`src/rtl/sleep_ctrl_pkg.sv`:
```
package sleep_ctrl_pkg;
  localparam int NUM_DOM   = 6;
  localparam int DOM_CPU   = 0;
  localparam int DOM_FLASH = 1;
  localparam int DOM_IO    = 2;
  localparam int DOM_ADC   = 3;
  localparam int DOM_ATMR  = 4;
  localparam int DOM_OSC   = 5;
  localparam int WAKE_HOLD = 4;

  typedef enum logic [2:0] {
    MODE_IDLE  = 3'b000,
    MODE_ADCNR = 3'b001,
    MODE_PDOWN = 3'b010,
    MODE_PSAVE = 3'b011,
    MODE_STBY  = 3'b110
  } sleep_mode_e;

  typedef enum logic [1:0] {DLY_NONE, DLY_SHORT, DLY_LONG} dly_sel_e;

  typedef enum logic [1:0] {ST_RUN, ST_SLEEP, ST_WAKE} seq_state_e;

  typedef struct packed {
    logic               valid;
    logic               edge_ok;
    logic               async_ok;
    dly_sel_e           dly;
    logic [NUM_DOM-1:0] clk_pat;
  } mode_cfg_t;
endpackage

```
`src/rtl/sleep_mode_decode.sv`:
```
module sleep_mode_decode
  import sleep_ctrl_pkg::*;
(
  input  logic [2:0] mode_code,
  output mode_cfg_t  cfg
);
  always_comb begin
    cfg         = '0;
    cfg.clk_pat = '1;
    cfg.dly     = DLY_NONE;
    case (mode_code)
      MODE_IDLE: begin
        cfg.valid   = 1'b1;
        cfg.edge_ok = 1'b1;
        cfg.async_ok = 1'b1;
        cfg.clk_pat[DOM_CPU]   = 1'b0;
        cfg.clk_pat[DOM_FLASH] = 1'b0;
      end
      MODE_ADCNR: begin
        cfg.valid   = 1'b1;
        cfg.edge_ok = 1'b1;
        cfg.async_ok = 1'b1;
        cfg.clk_pat[DOM_CPU]   = 1'b0;
        cfg.clk_pat[DOM_FLASH] = 1'b0;
        cfg.clk_pat[DOM_IO]    = 1'b0;
      end
      MODE_PDOWN: begin
        cfg.valid   = 1'b1;
        cfg.clk_pat = '0;
        cfg.dly     = DLY_LONG;
      end
      MODE_PSAVE: begin
        cfg.valid    = 1'b1;
        cfg.async_ok = 1'b1;
        cfg.clk_pat  = '0;
        cfg.clk_pat[DOM_ATMR] = 1'b1;
        cfg.dly      = DLY_LONG;
      end
      MODE_STBY: begin
        cfg.valid   = 1'b1;
        cfg.clk_pat = '0;
        cfg.clk_pat[DOM_OSC] = 1'b1;
        cfg.dly     = DLY_SHORT;
      end
      default: ;
    endcase
  end
endmodule

```
`src/rtl/sleep_wake_qual.sv`:
```
module sleep_wake_qual #(
  parameter int SYNC_STAGES = 2
) (
  input  logic clk,
  input  logic rst_n,
  input  logic asleep,
  input  logic edge_ok,
  input  logic async_ok,
  input  logic irq_wake,
  input  logic ext_lvl,
  input  logic ext_edge,
  input  logic async_evt,
  input  logic async_mode,
  output logic wake_sync
);
  logic                   raw_req;
  logic [SYNC_STAGES-1:0] stg_q;

  assign raw_req = asleep & (irq_wake | ext_lvl | (ext_edge & edge_ok) |
                             (async_evt & async_mode & async_ok));

  generate
    if (SYNC_STAGES == 1) begin : g_one
      always_ff @(posedge clk or negedge rst_n) begin
        if (!rst_n) stg_q <= '0;
        else        stg_q <= raw_req;
      end
    end else begin : g_chain
      always_ff @(posedge clk or negedge rst_n) begin
        if (!rst_n) stg_q <= '0;
        else        stg_q <= {stg_q[SYNC_STAGES-2:0], raw_req};
      end
    end
  endgenerate

  assign wake_sync = stg_q[SYNC_STAGES-1];
endmodule

```
`src/rtl/sleep_seq.sv`:
```
module sleep_seq
  import sleep_ctrl_pkg::*;
#(
  parameter int DW = 16
) (
  input  logic               clk,
  input  logic               rst_n,
  input  logic               sleep_strobe,
  input  logic               sleep_en,
  input  mode_cfg_t          cfg_in,
  input  logic               wake_sync,
  input  logic [DW-1:0]      dly_long,
  input  logic [DW-1:0]      dly_short,
  output logic               asleep,
  output logic               held_edge_ok,
  output logic               held_async_ok,
  output logic [NUM_DOM-1:0] clk_en,
  output logic               core_halt,
  output logic               wake_pulse
);
  localparam int CW = DW + 1;

  seq_state_e         state_q;
  mode_cfg_t          held_q;
  logic [CW-1:0]      cnt_q;
  logic [CW-1:0]      dly_ext;
  logic [NUM_DOM-1:0] en_q;
  logic               pulse_q;

  always_comb begin
    case (held_q.dly)
      DLY_LONG:  dly_ext = CW'(dly_long);
      DLY_SHORT: dly_ext = CW'(dly_short);
      default:   dly_ext = '0;
    endcase
  end

  always_ff @(posedge clk or negedge rst_n) begin
    if (!rst_n) begin
      state_q <= ST_RUN;
      held_q  <= '0;
      cnt_q   <= '0;
      en_q    <= '1;
      pulse_q <= 1'b0;
    end else begin
      pulse_q <= 1'b0;
      case (state_q)
        ST_RUN: begin
          if (sleep_strobe && sleep_en && cfg_in.valid) begin
            state_q <= ST_SLEEP;
            held_q  <= cfg_in;
            en_q    <= cfg_in.clk_pat;
          end
        end
        ST_SLEEP: begin
          if (wake_sync) begin
            state_q <= ST_WAKE;
            en_q    <= '1;
            cnt_q   <= dly_ext + CW'(WAKE_HOLD - 1);
          end
        end
        ST_WAKE: begin
          if (cnt_q == '0) begin
            state_q <= ST_RUN;
            pulse_q <= 1'b1;
          end else begin
            cnt_q <= cnt_q - 1'b1;
          end
        end
        default: state_q <= ST_RUN;
      endcase
    end
  end

  assign asleep        = (state_q == ST_SLEEP);
  assign held_edge_ok  = held_q.edge_ok;
  assign held_async_ok = held_q.async_ok;
  assign clk_en        = en_q;
  assign core_halt     = (state_q != ST_RUN);
  assign wake_pulse    = pulse_q;
endmodule

```
`src/rtl/sleep_ctrl.sv`:
```
module sleep_ctrl
  import sleep_ctrl_pkg::*;
#(
  parameter int DW          = 16,
  parameter int SYNC_STAGES = 2
) (
  input  logic               clk,
  input  logic               rst_n,
  input  logic               sleep_strobe,
  input  logic               sleep_en,
  input  logic [2:0]         sleep_mode,
  input  logic [DW-1:0]      dly_long,
  input  logic [DW-1:0]      dly_short,
  input  logic               irq_wake,
  input  logic               ext_lvl,
  input  logic               ext_edge,
  input  logic               async_evt,
  input  logic               async_mode,
  output logic [NUM_DOM-1:0] clk_en,
  output logic               core_halt,
  output logic               wake_pulse
);
  mode_cfg_t cfg_in;
  logic      asleep;
  logic      held_edge_ok;
  logic      held_async_ok;
  logic      wake_sync;

  sleep_mode_decode dec_i (
    .mode_code (sleep_mode),
    .cfg       (cfg_in)
  );

  sleep_wake_qual #(.SYNC_STAGES(SYNC_STAGES)) qual_i (
    .clk        (clk),
    .rst_n      (rst_n),
    .asleep     (asleep),
    .edge_ok    (held_edge_ok),
    .async_ok   (held_async_ok),
    .irq_wake   (irq_wake),
    .ext_lvl    (ext_lvl),
    .ext_edge   (ext_edge),
    .async_evt  (async_evt),
    .async_mode (async_mode),
    .wake_sync  (wake_sync)
  );

  sleep_seq #(.DW(DW)) seq_i (
    .clk           (clk),
    .rst_n         (rst_n),
    .sleep_strobe  (sleep_strobe),
    .sleep_en      (sleep_en),
    .cfg_in        (cfg_in),
    .wake_sync     (wake_sync),
    .dly_long      (dly_long),
    .dly_short     (dly_short),
    .asleep        (asleep),
    .held_edge_ok  (held_edge_ok),
    .held_async_ok (held_async_ok),
    .clk_en        (clk_en),
    .core_halt     (core_halt),
    .wake_pulse    (wake_pulse)
  );
endmodule

```
`config.mk`:
```
export PLATFORM = sky130hd
export DESIGN_NAME = sleep_ctrl
export DESIGN_NICKNAME = d
export VERILOG_FILES = /design/src/rtl/sleep_ctrl_pkg.sv /design/src/rtl/sleep_mode_decode.sv /design/src/rtl/sleep_wake_qual.sv /design/src/rtl/sleep_seq.sv /design/src/rtl/sleep_ctrl.sv
export SDC_FILE = /design/constraint.sdc
export NUM_CORES = 1
export LEC_CHECK = 0
export BUFFER_PORTS_ARGS = -buffer_cell sky130_fd_sc_hd__buf_2
export CELL_PAD_IN_SITES_DETAIL_PLACEMENT = 2
export CELL_PAD_IN_SITES_GLOBAL_PLACEMENT = 2
export CORE_AREA = 2 2 64 127
export DETAILED_ROUTE_END_ITERATION = 6
export DIE_AREA = 0 0 66 129
export GPL_TIMING_DRIVEN = 0
export MAX_ROUTING_LAYER = met4
export PLACE_DENSITY = 0.89
export SYNTH_ARGS = -nofsm -noshare
export SYNTH_HDL_FRONTEND = slang
export SYNTH_SLANG_ARGS = --single-unit
```
`constraint.sdc`:
```
create_clock -name clk -period 4 [get_ports clk]
set_input_delay 0.6 -clock clk [delete_from_list [all_inputs] [get_ports clk]]
set_output_delay 0.6 -clock clk [all_outputs]
set_load 0.01 [all_outputs]
```
==> reports/results.ini <==
[run_status]
status=finished, final reports clean

[pwr]
switching_share_pct=47.0
cellPowerDensity_mw_per_mm2=679
pwr-share-comb_pct=50.5
pwr-share-seq_pct=29.7
ir_drop_mv=0.404
power.total_uw=1900
clock_power_share_pct=19.8
p_switching_uw=893
p_leak_uw=0.00110
p_int_uw=1010

[finish]
multiInputGateArea_mm2=0.00142
finalCoreUtilization_pct=37.1
drive_gt1_share_pct=23.4
register_area_um2=782
nNetsFinal=386
area_delta_synth_final_pct=22.5
n_antenna_cell=0
fillers=917

[logic_synthesis]
avgSynthCellArea_um2=8.19
synth_top_area_cell=dfrtp_1
netlist_area_mm2=0.00229
synth_area_leaders=dfrtp_1 (28%), a22oi_1 (6.2%), dfstp_2 (5.7%), o21ai_0 (4.8%), nor2_1 (4.4%)
async_reset_ff_share_pct=100
ys_seq_area_share_pct=34.2
yosysWarnings=0
yosysUniqueCellTypes=57
synthTopCellsByCount=nor2_1 (27), dfrtp_1 (26), nand2_1 (23), o21ai_0 (22), a22oi_1 (19)
ys_seq_elements=31
syn-instance-count=279
synth_nets=328
synth.most_common_cell=nor2_1
synth.top_cell.area_share_pct=28.5
synth-edff-count=0
ys.flop_type=dfrtp_1

[floorplanning]
rows=45
die-area_mm2=0.00851
die_w_um=66
die_y_um=129
start_util_pct=30.3
core_mm2=0.00754
ios=52

[route]
wl_per_cell_um=20.4
drt_iter0_markers=67
ant_nets=0
dr.pass1.iters=6
drc=0
vias=2511
via_per_inst=5.81
wirelength_mm=8.82

[setup_path]
start_kind=flip-flop
worst_ep_required_time_ns=4.16
rr_worst_depth=11
arrival_ns=3.71
timing.rr.end=seq_i.cnt_q[14]$_DFFE_PN0P_
path_class=reg -> reg
cp-end-kind=flip-flop
rr_startpoint=seq_i.held_q[6]$_DFFE_PN0P_
cp_max_fo=10
rrSetupSlack_ns=0.44

[worst_hold_path]
holdPathEnd=qual_i.stg_q[1]$_DFF_PN0_
hold_depth=0
hold_path.class=reg -> reg
min_from=qual_i.stg_q[0]$_DFF_PN0_

[timing]
drv_slew=0
period_share_pct=89.0
hold_violations=0
tns_ns=0
rsz0062_at_grt=no
post-route-min-period_ns=3.56
tightest_slew_ns=0.920
fmax_mhz=281
setup_viol=0
finClkSkew_ns=0.00465
relSlewSlack_pct=37.1

[cts]
cts_tree=yes
post-cts-setup-buffers=0
cts_root_buf=clkbuf_16
cts_buffer_depth=2
holdBufCountCts=0
post_cts_resized=0
h-tree-depth=2
clkTransAtPathRegs_ns=0.05
cts_buffers=5
clock_sinks=31
insertion_delay_ns=0.29

[grt]
grtUsageMet3_pct=2.97
grt_overflow=0
grt_pass1_vias=2884
antenna_found_initial=0
grt_max_degree=32
grt_first_pass_wirelength_mm=14.4
grt-busiest-layer=met2
grt_use_met1_pct=20.3
gr-usage-met2_pct=45.4
grt_util_all_layers_pct=23.4

[job]
cap_viol_max_count=0

[placement]
port_buffers=51
gp_congestion=0.899
dp_hpwl_mm=6.98

-- area by class of cell --
type	instances	share of cell area, %
Multi-Input combinational cell	230	50.6
Sequential cell	31	27.9
Timing Repair Buffer	51	9.12
Clock buffer	6	4.60
Tap cell	94	4.20
Buffer	11	2.14
Inverter	7	0.938
Clock inverter	2	0.447
-- worst max-delay path by stage --
stage	from	endpoint	slack, ns	cells after the start
floorplan	seq_i.held_q[6]$_DFFE_PN0P_	seq_i.cnt_q[14]$_DFFE_PN0P_	1.12	11
global placement	seq_i.held_q[6]$_DFFE_PN0P_	seq_i.cnt_q[14]$_DFFE_PN0P_	0.50	11
detailed placement	seq_i.held_q[6]$_DFFE_PN0P_	seq_i.cnt_q[14]$_DFFE_PN0P_	0.47	11
CTS	seq_i.held_q[6]$_DFFE_PN0P_	seq_i.cnt_q[14]$_DFFE_PN0P_	0.44	11
global route	seq_i.held_q[6]$_DFFE_PN0P_	seq_i.cnt_q[14]$_DFFE_PN0P_	0.22	11
finish	seq_i.held_q[6]$_DFFE_PN0P_	seq_i.cnt_q[14]$_DFFE_PN0P_	0.44	11
-- worst max-delay path, cell delays in order (launching register included) --
cell and delay (ns):
dfrtp_1 0.39, inv_1 0.08, ha_1 0.31, buf_4 0.23, clkbuf_1 0.42, a22oi_1 0.17
or2_2 0.32, ha_1 0.28, nand4b_1 0.30, or4_4 0.60, o21ai_0 0.19, o311ai_1 0.13
-- power groups by stage --
stage / clock (µW) / combinational, µW / sequential [µW]
CTS: 385 / 966 / 564
global route: 401 / 1060 / 584
detailed placement: 0 / 948 / 566
global placement: 0 / 904 / 552
finish: 376 / 961 / 564
floorplan: 0 / 619 / 542
-- layout by cell type, fill, tap and decap left out, types with 4 or more instances in the layout --
| cell type | Yosys | layout |
|---|---|---|
| xnor2_1 | 7 | 7 |
| ha_1 | 5 | 5 |
| a211oi_1 | 4 | 4 |
| clkbuf_1 | 7 | 8 |
| o211ai_1 | 4 | 4 |
| nor4_1 | 11 | 11 |
| dfrtp_1 | 26 | 26 |
| nand3_1 | 17 | 17 |
| nor3_1 | 9 | 9 |
| nand2_1 | 23 | 23 |
| o21ai_0 | 22 | 22 |
| clkbuf_16 | 0 | 5 |
| buf_2 | 0 | 51 |
| inv_1 | 6 | 6 |
| a22oi_1 | 19 | 19 |
| nand2b_1 | 8 | 8 |
| dfstp_2 | 5 | 5 |
| nor2_1 | 27 | 27 |
| a21oi_1 | 15 | 15 |
| xor2_1 | 6 | 6 |
-- kinds of logic after synthesis --
| logic type | share of synthesized area (%) |
|---|---|
| flops | 34.2 |
| fa+ha+maj | 2.74 |
| simple gates | 27.4 |
| buf+inv | 3.78 |
| compound gates | 26.9 |
| xor+xnor | 4.98 |
-- sequential cells by signal, indices dropped and copies added, names as in the netlist --
signal / cells
seq_i.held_q: 2
seq_i.held_edge_ok: 1
seq_i.wake_pulse: 1
seq_i.cnt_q: 17
seq_i.held_async_ok: 1
seq_i.clk_en: 5
seq_i.state_q: 2
qual_i.stg_q: 2
-- per-layer routing --
layer | part of all wire (%) | wire [µm]
met5 | 0 | 0
met3 | 2.5 | 219
met2 | 60 | 5290
met1 | 33 | 2870
met4 | 5.0 | 443
-- per-stage QoR --
step / setup slack [ns] / hold WS, ns / cells / area (µm²)
6_report: 0.442 / 0.354 / 432 / 2800
3_3_place_gp: 0.496 / 0.341 / 424 / 2660
3_5_place_dp: 0.470 / 0.340 / 424 / 2660
2_1_floorplan: 1.12 / 0.304 / 279 / 2290
5_1_grt: 0.223 / 0.369 / 432 / 2800
4_1_cts: 0.438 / 0.360 / 432 / 2800
No activity file was read; power rests on OpenSTA's default activity.
